### config.mk
export PLATFORM = sky130hd
export DESIGN_NAME = bat_matcher
export DESIGN_NICKNAME = d
export VERILOG_FILES = /design/src/rtl/bat_pkg.sv /design/src/rtl/bat_entry_bank.sv /design/src/rtl/bat_qualify.sv /design/src/rtl/bat_pick.sv /design/src/rtl/bat_matcher.sv
export SDC_FILE = /design/constraint.sdc
export NUM_CORES = 2
export LEC_CHECK = 0
export BUFFER_PORTS_ARGS = -buffer_cell sky130_fd_sc_hd__buf_4
export CELL_PAD_IN_SITES_DETAIL_PLACEMENT = 1
export CELL_PAD_IN_SITES_GLOBAL_PLACEMENT = 1
export CORE_ASPECT_RATIO = 1.4
export CORE_MARGIN = 1
export CORE_UTILIZATION = 49
export CTS_BUF_LIST = sky130_fd_sc_hd__clkbuf_4
export DETAILED_ROUTE_END_ITERATION = 10
export PLACE_DENSITY_LB_ADDON = 0.1
export SLEW_MARGIN = 30
export SYNTH_ARGS = -nofsm -noshare
export SYNTH_HDL_FRONTEND = slang
export SYNTH_SLANG_ARGS = --single-unit
### constraint.sdc
create_clock -name clk -period 3.75 [get_ports clk]
set_input_delay 0.375 -clock clk [delete_from_list [all_inputs] [get_ports clk]]
set_output_delay 0.375 -clock clk [all_outputs]
set_load 0.02 [all_outputs]
### src/rtl/bat_pkg.sv
// Shared types for the block address translation matcher.
// Assumes a 32-bit effective and physical address space.
package bat_pkg;
    parameter int ADDR_W      = 32;
    parameter int PROT_W      = 2;
    // lowest protection code that grants write access
    parameter int PROT_RW_MIN = 2;

    typedef enum logic [1:0] {
        FLD_TAG  = 2'd0,
        FLD_MASK = 2'd1,
        FLD_BASE = 2'd2,
        FLD_CTRL = 2'd3
    } bat_field_e;

    typedef struct packed {
        logic [ADDR_W-1:0] tag;
        logic [ADDR_W-1:0] mask;
        logic [ADDR_W-1:0] base;
        logic              sup_ok;
        logic              usr_ok;
        logic [PROT_W-1:0] prot;
    } bat_entry_t;
endpackage

### src/rtl/bat_entry_bank.sv
// One bank of translation entries with a field-wise write port.
// Assumes wr_idx is below N_ENT; writes to other indices are ignored.
module bat_entry_bank
    import bat_pkg::*;
#(
    parameter int N_ENT = 8,
    localparam int IDX_W = $clog2(N_ENT)
) (
    input  logic                    clk,
    input  logic                    rst_n,
    input  logic                    wr_en,
    input  logic [IDX_W-1:0]        wr_idx,
    input  bat_field_e              wr_field,
    input  logic [ADDR_W-1:0]       wr_data,
    output bat_entry_t [N_ENT-1:0]  ents
);
    for (genvar e = 0; e < N_ENT; e++) begin : g_ent
        // Load the selected field of this entry, clear on reset
        always_ff @(posedge clk) begin
            if (!rst_n) begin
                ents[e] <= '0;
            end else if (wr_en && (wr_idx == IDX_W'(e))) begin
                case (wr_field)
                    FLD_TAG:  ents[e].tag  <= wr_data;
                    FLD_MASK: ents[e].mask <= wr_data;
                    FLD_BASE: ents[e].base <= wr_data;
                    FLD_CTRL: begin
                        ents[e].sup_ok <= wr_data[0];
                        ents[e].usr_ok <= wr_data[1];
                        ents[e].prot   <= wr_data[PROT_W+1:2];
                    end
                    default: ;
                endcase
            end
        end
    end
endmodule

### src/rtl/bat_qualify.sv
// Per-entry qualification: privilege valid bit, masked tag compare and
// a writable protection code. Purely combinational.
module bat_qualify
    import bat_pkg::*;
#(
    parameter int N_ENT = 8
) (
    input  bat_entry_t [N_ENT-1:0]  ents,
    input  logic [ADDR_W-1:0]       ea,
    input  logic                    user,
    output logic [N_ENT-1:0]        ok
);
    for (genvar e = 0; e < N_ENT; e++) begin : g_q
        logic priv_ok, addr_ok, prot_ok;
        // Decide whether entry e is a usable translation for this request
        always_comb begin
            priv_ok = user ? ents[e].usr_ok : ents[e].sup_ok;
            addr_ok = ((ea & ents[e].mask) == ents[e].tag);
            prot_ok = (ents[e].prot >= PROT_W'(PROT_RW_MIN));
            ok[e]   = priv_ok && addr_ok && prot_ok;
        end
    end
endmodule

### src/rtl/bat_pick.sv
// Fixed-priority selector: the lowest set bit of req wins.
// Assumes idx is only meaningful when any is 1.
module bat_pick #(
    parameter int N_ENT = 8,
    localparam int IDX_W = $clog2(N_ENT)
) (
    input  logic [N_ENT-1:0] req,
    output logic             any,
    output logic [IDX_W-1:0] idx
);
    // Scan from the top so the lowest qualifying index is written last
    always_comb begin
        any = |req;
        idx = '0;
        for (int i = N_ENT - 1; i >= 0; i--) begin
            if (req[i]) idx = IDX_W'(i);
        end
    end
endmodule

### src/rtl/bat_matcher.sv
// Block address translation matcher: two banks of entries, one for
// instruction fetches and one for data accesses. It does one lookup per
// valid request and registers the result one edge later.
// Assumes SEG_W + 16 fits the virtual page consumer and ADDR_W >= 28.
module bat_matcher
    import bat_pkg::*;
#(
    parameter int N_ENT = 8,
    parameter int SEG_W = 24,
    localparam int IDX_W = $clog2(N_ENT),
    localparam int VPG_W = SEG_W + 16
) (
    input  logic              clk,
    input  logic              rst_n,
    input  logic              wr_en,
    input  logic              wr_side,
    input  logic [IDX_W-1:0]  wr_idx,
    input  logic [1:0]        wr_field,
    input  logic [ADDR_W-1:0] wr_data,
    input  logic              req_valid,
    input  logic              req_side,
    input  logic              req_user,
    input  logic [ADDR_W-1:0] req_ea,
    input  logic [SEG_W-1:0]  req_seg,
    output logic              res_valid,
    output logic              res_hit,
    output logic              res_miss,
    output logic [ADDR_W-1:0] res_paddr,
    output logic              res_read,
    output logic              res_write,
    output logic              res_exec,
    output logic [VPG_W-1:0]  res_vpage
);
    localparam int N_BANK = 2;

    bat_entry_t [N_ENT-1:0] bank_ents [N_BANK];
    bat_entry_t [N_ENT-1:0] sel_ents;
    logic [N_ENT-1:0]       qual;
    logic                   any_hit;
    logic [IDX_W-1:0]       win_idx;
    bat_entry_t             win;
    bat_field_e             wr_fld;

    assign wr_fld = bat_field_e'(wr_field);

    for (genvar b = 0; b < N_BANK; b++) begin : g_bank
        logic bank_we;
        assign bank_we = wr_en && (wr_side == 1'(b));
        bat_entry_bank #(.N_ENT(N_ENT)) u_bank (
            .clk      (clk),
            .rst_n    (rst_n),
            .wr_en    (bank_we),
            .wr_idx   (wr_idx),
            .wr_field (wr_fld),
            .wr_data  (wr_data),
            .ents     (bank_ents[b])
        );
    end

    // Present the bank named by the request to the shared compare logic
    always_comb sel_ents = req_side ? bank_ents[1] : bank_ents[0];

    bat_qualify #(.N_ENT(N_ENT)) u_qual (
        .ents (sel_ents),
        .ea   (req_ea),
        .user (req_user),
        .ok   (qual)
    );

    bat_pick #(.N_ENT(N_ENT)) u_pick (
        .req (qual),
        .any (any_hit),
        .idx (win_idx)
    );

    // Fetch the winning entry for address and permission formation
    always_comb win = sel_ents[win_idx];

    // Register the lookup result; hold it between requests
    always_ff @(posedge clk) begin
        if (!rst_n) begin
            res_valid <= 1'b0;
            res_hit   <= 1'b0;
            res_miss  <= 1'b0;
            res_paddr <= '0;
            res_read  <= 1'b0;
            res_write <= 1'b0;
            res_exec  <= 1'b0;
            res_vpage <= '0;
        end else begin
            res_valid <= req_valid;
            if (req_valid) begin
                res_hit  <= any_hit;
                res_miss <= !any_hit;
                if (any_hit) begin
                    res_paddr <= win.base | (req_ea & ~win.mask);
                    res_read  <= (win.prot != '0);
                    res_write <= (win.prot >= PROT_W'(PROT_RW_MIN));
                    res_exec  <= 1'b1;
                    res_vpage <= {req_seg, req_ea[27:12]};
                end else begin
                    res_paddr <= '0;
                    res_read  <= 1'b0;
                    res_write <= 1'b0;
                    res_exec  <= 1'b0;
                    res_vpage <= '0;
                end
            end
        end
    end
endmodule

### After elaboration in Yosys (flattened, before gate mapping)

Index checks and enable logic that the tools add are counted.

* equal/unequal tests: 18
* bitwise logic cells: 12
* magnitude comparators: 10
* muxes and demuxes: 24
* reductions and logical operators: 103

Operator list (number)
* 800-bit two-way mux: 1
* 100-bit binary-select mux with 3-bit select: 1
* 32-bit bitwise AND: 9
* 32-bit == test: 8
* 2-bit AND reduction: 64
* 68-bit two-way mux: 1
* 40-bit two-way mux: 1
* 1-bit logical AND: 34
* 32-bit two-way mux: 1
* 32-bit inverter: 1
* 32-bit bitwise OR: 1
* 3-bit two-way mux: 8
* 2-bit greater-or-equal comparator, second input constant: 9
* 3-bit == test, second input constant: 4
* 1-bit two-way mux: 11
* 8-bit OR reduction: 1
* 3-bit by 2-bit == test with 1-bit output, second input constant: 2
* 2-bit == test, second input constant: 2
* 3-bit by 4-bit < comparator with 1-bit output, second input constant: 1
* 3-bit by 1-bit == test with 1-bit output, second input constant: 1
* 3-bit logical NOT: 1
* 2-bit by 1-bit == test with 1-bit output, second input constant: 1
* 2-bit logical NOT: 1
* 2-bit nonzero test: 1
* 2 further kinds: 2

* output and inout port bits: 78
* logic and storage cells: 271
* bits of input ports: 100
* bits in registers: 1678

### Logic depth before layout (Yosys ltp)

* depth in word-level cells: 19
* mapped depth: 18
* gate-level depth less buffers: 11

### Modules after synthesis

A second synthesis with hierarchy kept.

* cells, all modules: 7880
* area total of the unflattened synthesis: 80360.8 um^2

By module, submodules not included
* bat_entry_bank: area each 28418.5 um^2, sequential area each 16015.4 um^2, times used 2, cells each 2721
* bat_matcher: area each 19183.4 um^2, sequential area each 1541.5 um^2, times used 1, cells each 1776
* bat_qualify: area each 4259.1 um^2, sequential area each 0.0 um^2, times used 1, cells each 649
* bat_pick: area each 81.3 um^2, sequential area each 0.0 um^2, times used 1, cells each 13

### Least setup slack after synthesis

No wires, ideal clock.

* path kind: input to register
* from: in req_user
* to: reg res_paddr[11]
* slack: 503 ps
* library setup time: 143 ps
* stages: 15
* buffers on the path: 4
* data arrival time: 3104 ps
* cells stage by stage: buf_2 -> buf_4 -> mux2i_1 -> a2111oi_0 -> o22ai_1 -> a2111oi_0 -> o2111ai_1 -> nand2_1 -> o21a_1 -> buf_4 -> buf_4 -> mux2_2 -> a21o_1 -> a21oi_1 -> o22ai_2

* longest elaborated chain between the ends: 17

Ends and longest elaborated chain
* from (decl): line bat_matcher.sv:22 `input logic req_user,`
* 1-bit two-way mux: line bat_qualify.sv:17 `priv_ok = user ? ents[e].usr_ok : ents[e].sup_ok;`
* 1-bit logical AND (2 in series): line bat_qualify.sv:20 `ok[e] = priv_ok && addr_ok && prot_ok;`
* 3-bit two-way mux (8 in series): line bat_pick.sv:16 `if (req[i]) idx = IDX_W'(i);`
* 100-bit binary-select mux with 3-bit select: line bat_matcher.sv:77 `always_comb win = sel_ents[win_idx];`
* 68-bit two-way mux (implied by the code): line bat_matcher.sv:77
* 32-bit inverter: line bat_matcher.sv:96 `res_paddr <= win.base | (req_ea & ~win.mask);`
* 32-bit bitwise AND: line bat_matcher.sv:96
* 32-bit bitwise OR: line bat_matcher.sv:96
* 32-bit two-way mux (*): line bat_matcher.sv:95 `if (any_hit) begin`
* to (signal assigned): line bat_matcher.sv:96
* to (decl): line bat_matcher.sv:28 `output logic [ADDR_W-1:0] res_paddr,`

Every way passes the cells marked *; elsewhere a longest branch is shown, timed or not. The select of a mux whose other input is x is not followed.
A chain may end at the register's enable or synchronous reset.

### Final worst setup path

* from: reg g_bank[0].u_bank.ents[139] in the netlist's numbering
* to: reg res_paddr[28]

* longest elaborated chain between the ends: 13

Ends and longest elaborated chain
* from (decl): line bat_entry_bank.sv:15 `output bat_entry_t [N_ENT-1:0] ents`
* 800-bit two-way mux (*): line bat_matcher.sv:61 `always_comb sel_ents = req_side ? bank_ents[1] : bank_ents[0];`
* 32-bit bitwise AND (*): line bat_qualify.sv:18 `addr_ok = ((ea & ents[e].mask) == ents[e].tag);`
* 32-bit == test (*): line bat_qualify.sv:18
* 1-bit logical AND (*) (2 in series): line bat_qualify.sv:20
* 3-bit two-way mux (2 in series): line bat_pick.sv:16
* 100-bit binary-select mux with 3-bit select: line bat_matcher.sv:77
* 68-bit two-way mux (implied by the code): line bat_matcher.sv:77
* 32-bit inverter: line bat_matcher.sv:96
* 32-bit bitwise AND: line bat_matcher.sv:96
* 32-bit bitwise OR: line bat_matcher.sv:96
* 32-bit two-way mux (*): line bat_matcher.sv:95

Marked as above.

==> flow_summary.json <==
{
  "die_w_um": 345.1,
  "hpwl_um": 265800,
  "critPathKind": "flip-flop to flip-flop",
  "die_area_um2": 166400,
  "fin_total_pwr_w": 0.03760,
  "dr.first_iter.drc_count": 7980,
  "required_ps": 5140,
  "stdcell_count": 13660,
  "core-area_um2": 163100,
  "cts_sinks": 1661,
  "finalSetupViolCount": 32,
  "violations": "negative setup slack",
  "relSlewSlack_pct": 23.04,
  "synth_area_um2": 80750,
  "place_area_um2": 86980,
  "place_inst": 12770,
  "leakagePower_nw": 32.58,
  "synth_seq_cells": 1661,
  "worst_slack_ps": -178.9,
  "synth_top_flop_cell": "dfxtp_1",
  "yosys-top-cells-count": "3,548 x nand2_1, 1,661 x dfxtp_1, 1,633 x a21boi_0, 813 x clkbuf_1, 707 x a21oi_1",
  "yosys.area.top_type": "dfxtp_1",
  "maxCapViolCount": 0,
  "grt_pass1_wl_um": 586500,
  "yosysUniqueCellTypes": 70,
  "ys_async_sr_fraction_pct": 0,
  "worstPathArrival_ps": 5320,
  "cts.clk_slew.worst_paths_ps": 70,
  "viasPerCell": 6.237,
  "hp-class": "primary input to flip-flop",
  "drtPass1Iterations": 7,
  "crit_path_max_incr_delay_ps": 660,
  "crit_path_end_kind": "flip-flop",
  "start_kind": "flip-flop",
  "synth_xor_area_share_pct": 1.887,
  "areaGrowthSynthToFinish_pct": 17.87,
  "yosysSeqAreaShare_pct": 41.18,
  "whs_ps": 20.31,
  "h-tree-depth": 5,
  "finalNetCount": 11330,
  "synth_top_family_by_area": "compound AO/OA/AOI/OAI gates",
  "cts_tree": "done",
  "finalHoldViolCount": 0,
  "utilization_pct": 58.35,
  "routed_wl_um": 410700,
  "fin_crit_sh_pct": 104.8,
  "synthTopCellsByArea": "dfxtp_1 41%, nand2_1 16%, a21boi_0 15%, a21oi_1 4.4%, clkbuf_1 3.8%",
  "finish.instance_area_um2": 95180,
  "path_delay_family": "compound AO/OA/AOI/OAI gates",
  "synthDominantCellAreaShare_pct": 41.18,
  "start_util_pct": 49.50,
  "fin_crit_ps": 3929,
  "seqCellArea_um2": 33260,
  "multi_input_area_um2": 43400,
  "syn-mean-instance-area_um2": 7.522,
  "die_h_um": 482.3,
  "yosys_warnings": 0,
  "wire_per_inst_um": 30.08,
  "synth-simple-area-share_pct": 22.41,
  "n_fill_cell": 20150,
  "synth_nets": 10840,
  "netlist_instances": 10740,
  "antenna_left": 0,
  "grt.overflow.total": 0,
  "fmax_ghz": 0.2545,
  "rr_worst_depth": 14,
  "grt_max_degree": 294,
  "rsz0062_at_grt": "yes",
  "io_buffers": 177,
  "status": "finished with violations",
  "grt_pass1_vias": 87540,
  "place.gp.congestion": 1.015,
  "power.density_nw_per_um2": 395.0,
  "slowest_stage": "a222oi_1",
  "synth_compound_area_share_pct": 26.60,
  "worst-path-buf-inv": 3,
  "skew_ps": 96.55,
  "tightestPinTransition_ps": 1142,
  "path_cells": "nand2_2 > a221o_1 > a222oi_1 > nor4b_4 > o2111ai_4 > buf_6 > o2111a_1 > o21a_4 > buf_12 > buf_16 > a211oi_4 > a21oi_1 > mux2_4 > o22ai_2",
  "num_rows": 175,
  "synth_enable_flop_cells": 0,
  "io_pins": 178,
  "synth_fa_ha_area_share_pct": 0,
  "drv_slew": 0,
  "dr_total_vias": 85170,
  "cp.depth": 14,
  "clk_latency_ps": 1470,
  "cp_max_fo": 8,
  "min_delay_path_depth": 4,
  "synth_most_common_cell": "nand2_1",
  "grt_usage_pct": 48.00,
  "antenna_found_initial": 22,
  "numCtsBuffers": 439,
  "drive_gt1_share_pct": 15.49,
  "route.detailed.drc": 0,
  "cts.path.max_buffers": 4,
  "clock_tree.root_cell": "clkbuf_4",
  "synthMuxAreaShare_pct": 1.198,
  "ir_drop_uv": 527.2
}
-- where the power goes --
part	switching, W	total [W]	internal [W]
clock network	0.00801	0.0158	0.00781
registers	0.0000573	0.0178	0.0177
logic	0.00277	0.00402	0.00125
-- repair_timing --
action	4_1_cts	5_1_grt
pin swaps	21	28
hold endpoints to repair	1661	0
gates cloned	8	4
resized for setup	192	56
endpoints found under the setup margin	32	32
setup buffers	11	5
hold buffers	130	0
-- final cells by class --
class / instances / area share, %
multi-input combinational: 7692 / 45.60
clock buffer: 638 / 5.032
clock inverter: 77 / 0.3602
tap: 2124 / 2.792
sequential: 1661 / 34.94
timing repair buffer: 989 / 9.435
antenna: 25 / 0.06573
inverter: 450 / 1.775
-- cells in the final DEF (no fill, tap or decap), types with 37 or more instances in the layout --
master         netlist  layout
nand2_1           3548    3546
dfxtp_1           1661    1656
a21boi_0          1633    1633
buf_4               19     762
a21oi_1            707     668
clkbuf_4             0     638
inv_1              450     449
a211oi_1           291     235
o21ai_0            171     168
xor2_1             154     153
nor2b_1            154     152
dlygate4sd3_1        0     129
and3b_1            100     100
and3_1              97      97
nand3_1             82      82
a21o_1              73      73
nand4_1             71      71
clkinv_1             0      70
buf_12               0      67
nor3b_1             63      63
nor3_1              57      57
nor2_2               0      48
a211oi_4             0      40
o22a_1              37      37
-- state kept, by name, indices dropped and copies added (netlist names) --
name,cells
g_bank.u_bank.ents,1584
res_hit,1
res_miss,1
res_paddr,32
res_read,1
res_vpage,40
res_write,1
res_valid,1
-- metrics by stage --
step	setup WS (ps)	setup TNS [ps]
5_1_grt	-218.8	-5698
4_1_cts	-136.8	-3173
3_3_place_gp	-1335	-37450
6_report	-178.9	-3791
3_5_place_dp	-1282	-37280
2_1_floorplan	503.4	0
-- logic make-up (layout without fill, tap and decap cells) --
group                  count (synthesis)  count (layout)
flip-flops                          1661            1661
XOR/XNOR                             174             174
AO/OA/AOI/OAI                       3123            3123
other                                  0              25
buffers and inverters               1383            2154
AND/OR/NAND/NOR                     4313            4314
multiplexers                          81              81
-- path summary, 6_finish.rpt --
check | from | end | slack [ps]
setup / recovery | g_bank[0].u_bank.ents[139]$_SDFFE_PN0P_ | res_paddr[28]$_SDFFE_PN0P_ | -180
setup reg to reg | g_bank[0].u_bank.ents[139]$_SDFFE_PN0P_ | res_paddr[28]$_SDFFE_PN0P_ | -180
hold / removal | wr_data[6] | g_bank[1].u_bank.ents[674]$_SDFFE_PN0P_ | 20
hold reg to reg | g_bank[1].u_bank.ents[505]$_SDFFE_PN0P_ | g_bank[1].u_bank.ents[505]$_SDFFE_PN0P_ | 460
-- tightest hold or removal path, delay by kind of cell --
family / cells / cell delay (ps)
AOI/OAI and AO/OA: 1 / 70
and+or+nand+nor: 1 / 130
buffers and inverters: 2 / 840
-- routing by layer --
layer | vias up | GRT usage, % | wire length, um
met5 | - | 0 | 0
met4 | 0 | 48.34 | 47580
met3 | 1701 | 11.19 | 38120
met2 | 4594 | 75.15 | 179300
met1 | 42050 | 52.97 | 145700
li1 | 36830 | - | -
Power figures use the tool's default switching activity.
